$ cat src/rtl/agp_pkg.sv
package agp_pkg;

    localparam int PORT_W = 8;
    localparam int BUS_AW = 16;
    localparam int MODE_W = 3;

    localparam logic [BUS_AW-1:0] ADR_DIR  = 16'hFE2A;
    localparam logic [BUS_AW-1:0] ADR_OUT  = 16'hFF6A;
    localparam logic [BUS_AW-1:0] ADR_PIN  = 16'hFF5A;
    localparam logic [BUS_AW-1:0] ADR_PULL = 16'hFE37;

    localparam logic [PORT_W-1:0] DIR_READ_VALUE = '1;

    typedef enum logic [2:0] {
        SEL_NONE,
        SEL_DIR,
        SEL_OUT,
        SEL_PIN,
        SEL_PULL
    } reg_sel_e;

    typedef enum logic [1:0] {
        PM_ALL_INPUT,
        PM_ADDR_ALL,
        PM_ADDR_DIR,
        PM_GPIO
    } port_mode_e;

    typedef struct packed {
        logic [PORT_W-1:0] dir;
        logic [PORT_W-1:0] outd;
        logic [PORT_W-1:0] pull;
    } port_regs_t;

    typedef struct packed {
        logic [PORT_W-1:0] oe;
        logic [PORT_W-1:0] val;
    } pin_drive_t;

    function automatic port_mode_e decode_mode(logic [MODE_W-1:0] m, logic expand);
        port_mode_e pm;
        case (m)
            3'd1, 3'd2, 3'd5, 3'd6: pm = PM_ADDR_ALL;
            3'd4:                   pm = PM_ADDR_DIR;
            3'd7:                   pm = expand ? PM_ADDR_DIR : PM_GPIO;
            default:                pm = PM_ALL_INPUT;
        endcase
        return pm;
    endfunction

    function automatic reg_sel_e decode_addr(logic [BUS_AW-1:0] a);
        reg_sel_e s;
        case (a)
            ADR_DIR:  s = SEL_DIR;
            ADR_OUT:  s = SEL_OUT;
            ADR_PIN:  s = SEL_PIN;
            ADR_PULL: s = SEL_PULL;
            default:  s = SEL_NONE;
        endcase
        return s;
    endfunction

endpackage

$ cat src/rtl/agp_regs.sv
module agp_regs
    import agp_pkg::*;
(
    input  logic              clk,
    input  logic              rst,
    input  logic              hw_stby_i,
    input  logic              wr_i,
    input  reg_sel_e          sel_i,
    input  logic [PORT_W-1:0] wdata_i,
    output port_regs_t        regs_o
);

    port_regs_t regs_q;

    always_ff @(posedge clk) begin
        if (rst) begin
            regs_q <= '0;
        end else begin
            if (hw_stby_i) begin
                regs_q.dir <= '0;
            end else if (wr_i && sel_i == SEL_DIR) begin
                regs_q.dir <= wdata_i;
            end
            if (wr_i && sel_i == SEL_OUT) begin
                regs_q.outd <= wdata_i;
            end
            if (wr_i && sel_i == SEL_PULL) begin
                regs_q.pull <= wdata_i;
            end
        end
    end

    assign regs_o = regs_q;

endmodule

$ cat src/rtl/agp_sync.sv
module agp_sync #(
    parameter int WIDTH  = 8,
    parameter int STAGES = 2
) (
    input  logic             clk,
    input  logic             rst,
    input  logic [WIDTH-1:0] d_i,
    output logic [WIDTH-1:0] q_o
);

    logic [WIDTH-1:0] stage_q [STAGES];

    always_ff @(posedge clk) begin
        if (rst) stage_q[0] <= '0;
        else     stage_q[0] <= d_i;
    end

    for (genvar s = 1; s < STAGES; s++) begin : g_stage
        always_ff @(posedge clk) begin
            if (rst) stage_q[s] <= '0;
            else     stage_q[s] <= stage_q[s-1];
        end
    end

    assign q_o = stage_q[STAGES-1];

endmodule

$ cat src/rtl/agp_pin_ctrl.sv
module agp_pin_ctrl
    import agp_pkg::*;
(
    input  logic              clk,
    input  logic              rst,
    input  logic [MODE_W-1:0] mode_i,
    input  logic              expand_en_i,
    input  logic [PORT_W-1:0] int_addr_i,
    input  logic              hw_stby_i,
    input  logic              sw_stby_i,
    input  logic              hold_out_i,
    input  port_regs_t        regs_i,
    output pin_drive_t        drive_o,
    output logic [PORT_W-1:0] pull_en_o
);

    port_mode_e        pmode;
    logic [PORT_W-1:0] last_addr_q;
    logic [PORT_W-1:0] addr_sel;
    logic [PORT_W-1:0] data_sel;

    assign pmode = decode_mode(mode_i, expand_en_i);

    // Address value seen on the last cycle outside software standby
    always_ff @(posedge clk) begin
        if (rst)             last_addr_q <= '0;
        else if (!sw_stby_i) last_addr_q <= int_addr_i;
    end

    for (genvar i = 0; i < PORT_W; i++) begin : g_pin
        assign addr_sel[i] = (pmode == PM_ADDR_ALL) ||
                             (pmode == PM_ADDR_DIR && regs_i.dir[i]);
        assign data_sel[i] = (pmode == PM_GPIO) && regs_i.dir[i];

        always_comb begin
            drive_o.oe[i]  = 1'b0;
            drive_o.val[i] = 1'b0;
            if (hw_stby_i) begin
                drive_o.oe[i]  = 1'b0;
            end else if (addr_sel[i]) begin
                if (sw_stby_i) begin
                    drive_o.oe[i]  = hold_out_i;
                    drive_o.val[i] = last_addr_q[i];
                end else begin
                    drive_o.oe[i]  = 1'b1;
                    drive_o.val[i] = int_addr_i[i];
                end
            end else if (data_sel[i]) begin
                drive_o.oe[i]  = 1'b1;
                drive_o.val[i] = regs_i.outd[i];
            end
        end

        assign pull_en_o[i] = regs_i.pull[i] & ~drive_o.oe[i];
    end

endmodule

$ cat src/rtl/addr_gpio_port.sv
module addr_gpio_port
    import agp_pkg::*;
#(
    parameter int SYNC_STAGES = 2
) (
    input  logic              clk,
    input  logic              rst,
    input  logic [MODE_W-1:0] mode_i,
    input  logic              expand_en_i,
    input  logic [PORT_W-1:0] int_addr_i,
    input  logic              hw_stby_i,
    input  logic              sw_stby_i,
    input  logic              hold_out_i,
    input  logic [BUS_AW-1:0] bus_addr_i,
    input  logic              bus_wr_i,
    input  logic [PORT_W-1:0] bus_wdata_i,
    output logic [PORT_W-1:0] bus_rdata_o,
    input  logic [PORT_W-1:0] pin_in_i,
    output logic [PORT_W-1:0] pin_out_o,
    output logic [PORT_W-1:0] pin_oe_o,
    output logic [PORT_W-1:0] pull_en_o
);

    reg_sel_e          sel;
    port_regs_t        regs;
    pin_drive_t        drive;
    logic [PORT_W-1:0] pin_sync;
    logic [PORT_W-1:0] level;
    logic [PORT_W-1:0] dir_q;

    assign sel   = decode_addr(bus_addr_i);
    assign dir_q = regs.dir;

    agp_regs u_regs (
        .clk       (clk),
        .rst       (rst),
        .hw_stby_i (hw_stby_i),
        .wr_i      (bus_wr_i),
        .sel_i     (sel),
        .wdata_i   (bus_wdata_i),
        .regs_o    (regs)
    );

    agp_sync #(
        .WIDTH  (PORT_W),
        .STAGES (SYNC_STAGES)
    ) u_sync (
        .clk (clk),
        .rst (rst),
        .d_i (pin_in_i),
        .q_o (pin_sync)
    );

    agp_pin_ctrl u_pins (
        .clk         (clk),
        .rst         (rst),
        .mode_i      (mode_i),
        .expand_en_i (expand_en_i),
        .int_addr_i  (int_addr_i),
        .hw_stby_i   (hw_stby_i),
        .sw_stby_i   (sw_stby_i),
        .hold_out_i  (hold_out_i),
        .regs_i      (regs),
        .drive_o     (drive),
        .pull_en_o   (pull_en_o)
    );

    assign level = (drive.oe & drive.val) | (~drive.oe & pin_sync);

    always_comb begin
        case (sel)
            SEL_DIR:  bus_rdata_o = DIR_READ_VALUE;
            SEL_OUT:  bus_rdata_o = regs.outd;
            SEL_PIN:  bus_rdata_o = level;
            SEL_PULL: bus_rdata_o = regs.pull;
            default:  bus_rdata_o = '0;
        endcase
    end

    assign pin_out_o = drive.val;
    assign pin_oe_o  = drive.oe;

endmodule

$ cat config.mk
export PLATFORM = sky130hd
export DESIGN_NAME = addr_gpio_port
export DESIGN_NICKNAME = d
export VERILOG_FILES = /design/src/rtl/agp_pkg.sv /design/src/rtl/agp_regs.sv /design/src/rtl/agp_sync.sv /design/src/rtl/agp_pin_ctrl.sv /design/src/rtl/addr_gpio_port.sv
export SDC_FILE = /design/constraint.sdc
export NUM_CORES = 1
export LEC_CHECK = 0
export BUFFER_PORTS_ARGS = -buffer_cell sky130_fd_sc_hd__buf_2
export CAP_MARGIN = 0
export CORE_MARGIN = 10
export CORE_UTILIZATION = 35
export CTS_CLUSTER_SIZE = 14
export DETAILED_ROUTE_END_ITERATION = 16
export GPL_ROUTABILITY_DRIVEN = 1
export PLACE_DENSITY_LB_ADDON = 0.2
export REMOVE_ABC_BUFFERS = 1
export SLEW_MARGIN = 0
export SYNTH_ARGS = -nofsm -noshare
export SYNTH_HDL_FRONTEND = slang
export SYNTH_SLANG_ARGS = --single-unit
$ cat constraint.sdc
create_clock -name clk -period 4.2 [get_ports clk]
set_input_delay 0.84 -clock clk [delete_from_list [all_inputs] [get_ports clk]]
set_output_delay 0.84 -clock clk [all_outputs]
set_load 0.005 [all_outputs]
# Yosys cells after proc, flatten, opt, wreduce, memory -nomap -nowiden
# Memory sizes are Yosys's and may differ from the RTL's.
# Index checks and enable logic that the tools add are counted.
# word_totals
register_bits	32
mem_bits_rw	16
in_bits	50
out_inout_bits	32
mem_count	1
# classes
eq_ne	17
n_mux	66
bitwise	22
reduce_logical	29
# mem_list
memory	depth	word_bits	read_ports	rd_clocked_by_memory_dff	write_ports	line_no	source
u_sync.stage_q	2	8	2	0	2	agp_sync.sv:11	logic [WIDTH-1:0] stage_q [STAGES];
# op_table
cell	count
$eq A16 B16 Y1 const B	4
$mux W1	61
$pmux W8 S4	1
$logic_and A1 B1 Y1	19
$and A8 B8 Y8	2
$mux W8	2
$eq A3 B3 Y1 const B	5
$pmux W3 S4	1
$eq A3 B2 Y1 const B	3
$and A1 B1 Y1	8
$logic_or A1 B1 Y1	8
$not A1 Y1	8
$not A8 Y8	1
$or A8 B8 Y8	1
$eq A3 B1 Y1 const B	2
$pmux W2 S3	1
$eq A2 B2 Y1 const B	2
$reduce_or A4 Y1	1
$eq A2 B1 Y1 const B	1
$or A1 B1 Y1	2
$reduce_or A2 Y1	1

# Depth between registers and ports, before layout
# Gate-level depths: netlist (run 1).
# logic_depth
depth_word	12
ltp_mapped	10

# Modules after synthesis
# A second synthesis (run 1) with hierarchy kept.
# unflattened
hier_cells	280
area_unflattened_um2	2816.5
# by_module_without_submodules
mod	instances	cells_per_inst	area_each_um2	seq_area_each_um2
agp_regs	1	100	1117.3	480.5
agp_pin_ctrl	1	104	870.8	160.2
agp_sync	1	33	464.2	320.3
addr_gpio_port	1	43	364.1	0.0

# Least setup slack after synthesis (run 1)
# OpenSTA, ideal clock, no wires.
# synth_timing
path_type	input -> output
startpoint	input port mode_i[0]
endpoint	output port bus_rdata_o[0]
arrival_time_ns	2.797
required_time_ns	3.360
slack_ns	0.563
cell_stages	9
path_buffers	2
path_cell_list	inv_1 ha_1 clkbuf_1 nor2b_1 clkbuf_1 a32oi_1 mux2_2 mux2_1 a221o_1
# synth_between
elab_chain_cells	12
# synth_lines
element	line_no	source
from (decl)	addr_gpio_port.sv:8	input logic [MODE_W-1:0] mode_i,
$eq A3 B1 Y1, or another cell as far along	agp_pkg.sv:42	case (m)
$reduce_or A4 Y1	agp_pkg.sv:42	
$pmux W2 S3 (*)	agp_pkg.sv:42	
$eq A2 B2 Y1 (on tied branches)	agp_pin_ctrl.sv:33, agp_pin_ctrl.sv:32	
$logic_and A1 B1 Y1 (on tied branches)	agp_pin_ctrl.sv:33, agp_pin_ctrl.sv:32	
$mux W1 or $logic_or A1 B1 Y1 (tied branches)	agp_pin_ctrl.sv:48, agp_pin_ctrl.sv:31	
$mux W1	agp_pin_ctrl.sv:40	end else if (addr_sel[i]) begin
$mux W1	agp_pin_ctrl.sv:38	if (hw_stby_i) begin
$not A8 Y8	addr_gpio_port.sv:68	assign level = (drive.oe & drive.val) | (~drive.oe & pin_sync);
$and A8 B8 Y8	addr_gpio_port.sv:68	
$or A8 B8 Y8 (*)	addr_gpio_port.sv:68	
$pmux W8 S4 (*)	addr_gpio_port.sv:71	case (sel)
to (decl)	addr_gpio_port.sv:17	output logic [PORT_W-1:0] bus_rdata_o,
# Mark *: on every way between the ends. The rest lies on a longest branch, timed or not.

# Final worst setup path (run 1)
# layout_timing
startpoint	input port mode_i[0]
endpoint	output port bus_rdata_o[5]
# Same word-level chain as after synthesis.

==> impl_metrics.json, run 1 <==
{
  "num_rows": 31,
  "cts.sinks": 48,
  "syn_avg_cell_area_um2": 9.43,
  "die_h_um": 107,
  "yosysTopAreaCell": "dfxtp_1",
  "fmax_mhz": 249,
  "gp_congestion": 0.783,
  "routed_wl_um": 7720,
  "clk_latency_ns": 0.30,
  "finClkSkew_ns": 0.000371,
  "grt_overflow": 0,
  "cts_tree": "built",
  "drtIter0Drc": 110,
  "setup_violations": 0,
  "ys_ff_latch": 48,
  "slew-limit-headroom_pct": 45.0,
  "synthDistinctLibCells": 46,
  "wl_per_cell_um": 16.9,
  "power_density_nw_per_um2": 280,
  "slew_violations": 0,
  "grt.total_usage_pct": 13.4,
  "yosysWarnings": 0,
  "cpMostUsedCell": "buf_2",
  "post-route-period-util_pct": 95.4,
  "fp.dieW_um": 107,
  "hold_violations": 0,
  "cts_buffers": 5,
  "synth.yosys.seq_area_share_pct": 36.1,
  "startpoint_type": "input pin",
  "rsz0062_at_grt": "false",
  "path_buf_inv": 3,
  "grt_start_max_net_pins": 42,
  "worst_slew_pin_slew_ns": 0.819,
  "setup_ws_ns": 0.192,
  "cp.arrival_ns": 3.17,
  "clkSlewWorstSetupHoldPaths_ns": 0.09,
  "hp-class": "flip-flop to flip-flop",
  "die_area_um2": 11500,
  "p_leak_nw": 1.39,
  "ys.flop_type": "dfxtp_1",
  "place_ws_ns": 0.196,
  "drive_gt1_share_pct": 34.4,
  "crit_path_cell_trace": "buf_2, inv_1, ha_1, nand2b_1, a311oi_2, nor3_1, mux2_1, a221o_1, buf_2",
  "yosys-top-cells-area": "dfxtp_1 36%, mux2i_1 12%, nor2b_1 7.8%, mux2_2 7.2%, nor2_1 4.2%",
  "cts_hold_buf": 0,
  "nets": 409,
  "drcViolationCount": 0,
  "cts_buffer_depth": 2,
  "nFillCells": 751,
  "hpwl_um": 5850,
  "fin_hold_ws_ns": 0.441,
  "drt-pass1-iter-count": 4,
  "cp_max_fo": 7,
  "cp_slowest_cell": "a311oi_2",
  "vias": 2368,
  "io_pins": 82,
  "ir_drop_uv": 104,
  "synth_top_area_share_pct": 36.1,
  "grt_pass1_wl_um": 12500,
  "syn_to_final_growth_pct": 21.6,
  "antenna_found_initial": 0,
  "slowest_delay_ns": 0.69,
  "cts_root_buffer": "clkbuf_8",
  "h-tree-depth": 2,
  "criticalPathCategory": "input pin to output pin",
  "syn_area_um2": 2660,
  "synthCells": 282,
  "core_um2": 7330,
  "cts_resized": 0,
  "worstPathRequired_ns": 3.36,
  "end_kind": "output pin",
  "place.port_buffers": 81,
  "synthArstFlopShare_pct": 0,
  "antenna_left": 0,
  "tns_ns": 0,
  "viasPerCell": 5.18,
  "antennaDiodeCount": 0,
  "layout_min_cycle_time_ns": 4.01,
  "status": "completed",
  "start_util_pct": 36.3,
  "post_cts_buffers": 0,
  "cap_violations": 0,
  "grt_pass1_vias": 2387,
  "cp_top_family": "compound AO/OA/AOI/OAI gates",
  "synth_edf_count": 0
}
registers in the layout, indices dropped and copies added (netlist names):
register,flops
u_pins.last_addr_q,8
u_sync.stage_q,16
u_regs.regs_o,24
cell usage after synthesis, types with 2 or more instances:
library cell / instances
dfxtp_1: 48
mux2_1: 4
mux2_2: 17
a22oi_1: 6
nand4_1: 3
o211ai_1: 2
nor2b_1: 33
nor2_1: 30
and2_1: 4
nand2_1: 11
or2_2: 2
a21oi_1: 8
buf_1: 2
clkbuf_1: 11
nand3_1: 3
a221o_1: 7
buf_2: 2
inv_1: 7
mux2i_1: 33
buf_6: 2
nor3_1: 8
a22o_1: 6
a32oi_1: 7
nor4_4: 2
nand2b_1: 2
ha_1: 2
path summary, 6_finish.rpt:
kind / start / end / slack [ns] / cells past startpoint
max: mode_i[0] / bus_rdata_o[5] / 0.19 / 9
min: u_sync.stage_q[0][6]$_SDFF_PP0_ / u_sync.stage_q[1][6]$_SDFF_PP0_ / 0.44 / 1
max reg2reg: u_pins.last_addr_q[5]$_SDFFE_PP0N_ / u_pins.last_addr_q[5]$_SDFFE_PP0N_ / 3.33 / 2
min reg2reg: u_sync.stage_q[0][6]$_SDFF_PP0_ / u_sync.stage_q[1][6]$_SDFF_PP0_ / 0.44 / 1
layout by cell type (no fill, tap or decap), types with 4 or more instances in the layout:
cell type and count:
nand2_1 11, a22oi_1 6, a32oi_1 7, dfxtp_1 48
inv_1 7, mux2_1 4, a22o_1 6, mux2_2 17
a221o_1 7, buf_2 81, buf_4 5, a21oi_1 8
clkbuf_8 6, mux2i_1 33, nor2_1 30, nor2b_1 33
and2_1 4, nor3_1 8
per-stage QoR:
step	std cells	area, µm²	total power, mW	util, %
CTS	457	3240	0.916	44.1
finish	457	3240	0.906	44.1
global route	457	3240	0.946	44.1
detailed placement	449	3140	0.629	42.9
floorplan	264	2570	0.559	-
global placement	449	3140	0.628	42.9
kinds of logic (layout without fill, tap and decap cells):
kind of cell | Yosys count | count (layout) | synth area share [%]
compound gates | 42 | 42 | 12.7
flops | 48 | 48 | 36.1
buf+inv | 25 | 101 | 4.37
simple gates | 111 | 111 | 24.5
fa+ha+maj | 2 | 2 | 0.941
mux | 54 | 54 | 21.3
power breakdown:
group	switching (mW)	leakage (nW)	internal, mW	total, mW
Clock	0.157	0.0510	0.132	0.289
Sequential	0.00211	0.392	0.466	0.468
Combinational	0.0816	0.948	0.0672	0.149
Total	0.241	1.39	0.665	0.906
routing by layer:
metal | routed length, µm | global-route usage [%]
met1 | 3510 | 16.6
met2 | 3550 | 21.8
met3 | 601 | 4.31
met4 | 68 | 3.48
met5 | 0 | 0
final cells by class:
cell class / count / area [µm²] / share of cell area, %
inverter: 7 / 26.3 / 0.812
sequential: 48 / 961 / 29.7
clock inverter: 2 / 10.0 / 0.309
clock buffer: 6 / 82.6 / 2.55
multi-input combinational: 209 / 1590 / 49.1
tap: 99 / 124 / 3.83
timing repair buffer: 86 / 443 / 13.7
Power figures use the tool's default switching activity.
==> run 2: changes to the inputs <==
CORE_MARGIN = 1.5   (was 10)
==> run 2 against run 1 <==
Core utilization is 1.4 points higher. Wire length is 10% lower. Register-to-register slack about the same. Critical path depth did not move. Clock power is 59% higher. Cell area increased by 2.7%. Largest power group unchanged. Power is 19% higher. Via count fell by 1.4%. Sequential cell count unchanged. Global-route usage rose by 4.0 points.
==> impl_metrics.json, run 2 (synthesis gave the netlist of run 1 again) <==
{
  "hp-class": "flip-flop to flip-flop",
  "drt-pass1-iter-count": 4,
  "cts_buffer_depth": 2,
  "post_cts_buffers": 0,
  "end_kind": "output pin",
  "reg2reg_to": "u_pins.last_addr_q[6]$_SDFFE_PP0N_",
  "fp.dieW_um": 90.2,
  "drive_gt1_share_pct": 34.5,
  "nets": 410,
  "sw_frac_of_total_pct": 22.8,
  "largest_reg_flops": 24,
  "r2r-start": "u_pins.last_addr_q[6]$_SDFFE_PP0N_",
  "cp.arrival_ns": 3.16,
  "final_common_cell": "buf_2",
  "layout_min_cycle_time_ns": 4.00,
  "p_seq_share_pct": 43.4,
  "grt_pass1_vias": 2206,
  "antennaDiodeCount": 0,
  "stdcell_area_um2": 3320,
  "power_density_nw_per_um2": 325,
  "rrSetupSlack_ns": 3.32,
  "antenna_left": 0,
  "pwr-share-clk_pct": 42.6,
  "h-tree-depth": 2,
  "cts_hold_buf": 0,
  "p_sw_mw": 0.245,
  "grt_pass1_wl_um": 11300,
  "startpoint_type": "input pin",
  "die_area_um2": 8130,
  "cts_tree": "built",
  "hp-start": "u_sync.stage_q[0][1]$_SDFF_PP0_",
  "io_pins": 82,
  "cts_resized": 0,
  "slew_violations": 0,
  "gp_congestion": 0.792,
  "place_ws_ns": 0.206,
  "syn_to_final_growth_pct": 24.9,
  "rsz0062_at_grt": "false",
  "core_um2": 7290,
  "setup_ws_ns": 0.197,
  "fmax_mhz": 250,
  "worst_slew_pin_slew_ns": 0.807,
  "vias": 2335,
  "multi_input_area_um2": 1590,
  "ir_drop_uv": 136,
  "tns_ns": 0,
  "viasPerCell": 5.10,
  "cts_root_buffer": "clkbuf_8",
  "post-route-period-util_pct": 95.3,
  "start_util_pct": 36.5,
  "hold_end": "u_sync.stage_q[1][1]$_SDFF_PP0_",
  "register_area_um2": 961,
  "place.port_buffers": 81,
  "worstPathRequired_ns": 3.36,
  "final_cell_mix": "81 x buf_2, 48 x dfxtp_1, 33 x nor2b_1, 33 x mux2i_1, 30 x nor2_1",
  "worstRegToRegCells": 2,
  "status": "completed",
  "grt_start_max_net_pins": 42,
  "cts.sinks": 48,
  "die_h_um": 90.2,
  "hold_violations": 0,
  "power_frac_comb_pct": 14.0,
  "routed_wl_um": 6950,
  "antenna_found_initial": 0,
  "internal-power_mw": 0.833,
  "cp_max_fo": 7,
  "p_leak_nw": 1.43,
  "grt.total_usage_pct": 17.4,
  "num_rows": 31,
  "hpwl_um": 5080,
  "slew-limit-headroom_pct": 45.8,
  "nFillCells": 756,
  "setup_violations": 0,
  "criticalPathCategory": "input pin to output pin",
  "clkSlewWorstSetupHoldPaths_ns": 0.09,
  "wl_per_cell_um": 15.2,
  "clk_latency_ns": 0.30,
  "drcViolationCount": 0,
  "cap_violations": 0,
  "power.total_mw": 1.08,
  "hold_depth": 1,
  "finClkSkew_ns": 0.000320,
  "drtIter0Drc": 129,
  "cts_buffers": 5,
  "grt_overflow": 0,
  "dpl-instance-area_um2": 3160
}
-- run 2: power by group through the flow --
stage	Sequential (mW)	Combinational [mW]	Clock, mW
6_report	0.468	0.151	0.460
5_1_grt	0.470	0.167	0.483
4_1_cts	0.469	0.153	0.470
3_5_place_dp	0.479	0.152	0
3_3_place_gp	0.479	0.150	0
2_1_floorplan	0.478	0.0805	0
-- run 2: cell type report --
class	count	share of cell area, %
inverters	7	0.791
multi-input cells	209	47.8
clock inverters	3	2.71
well taps	99	3.73
repair buffers	87	13.9
clock buffers	5	2.07
flip-flops and latches	48	28.9
-- run 2: stage by stage --
stage               instances  hold WS [ns]  util, %
CTS                       458         0.446     45.6
floorplan                 264         0.414        -
global placement          450         0.416     43.4
global route              458         0.455     45.6
finish                    458         0.444     45.6
detailed placement        450         0.423     43.4
-- run 2: how the worst max path moves through the flow --
stage               startpoint             end  slack, ns  depth (start not counted)
floorplan            mode_i[0]  bus_rdata_o[0]       0.55                          7
global placement     mode_i[0]  bus_rdata_o[1]       0.26                          9
CTS                  mode_i[0]  bus_rdata_o[0]       0.19                          9
global route         mode_i[0]  bus_rdata_o[0]       0.07                          9
finish               mode_i[0]  bus_rdata_o[0]       0.20                          9
detailed placement   mode_i[0]  bus_rdata_o[0]       0.21                          9
-- run 2: critical path, cell delays in order --
cell and delay (ns):
buf_2 0.09, inv_1 0.04, ha_1 0.31, nand2b_1 0.20, a311oi_2 0.70, nor3_1 0.18, mux2_1 0.36, a221o_1 0.32
buf_2 0.13
-- run 2: per-layer routing --
metal	wire length (µm)	track usage [%]
met5	0	0
met4	142	6.35
met3	475	3.89
met2	3160	27.1
met1	3170	23.4
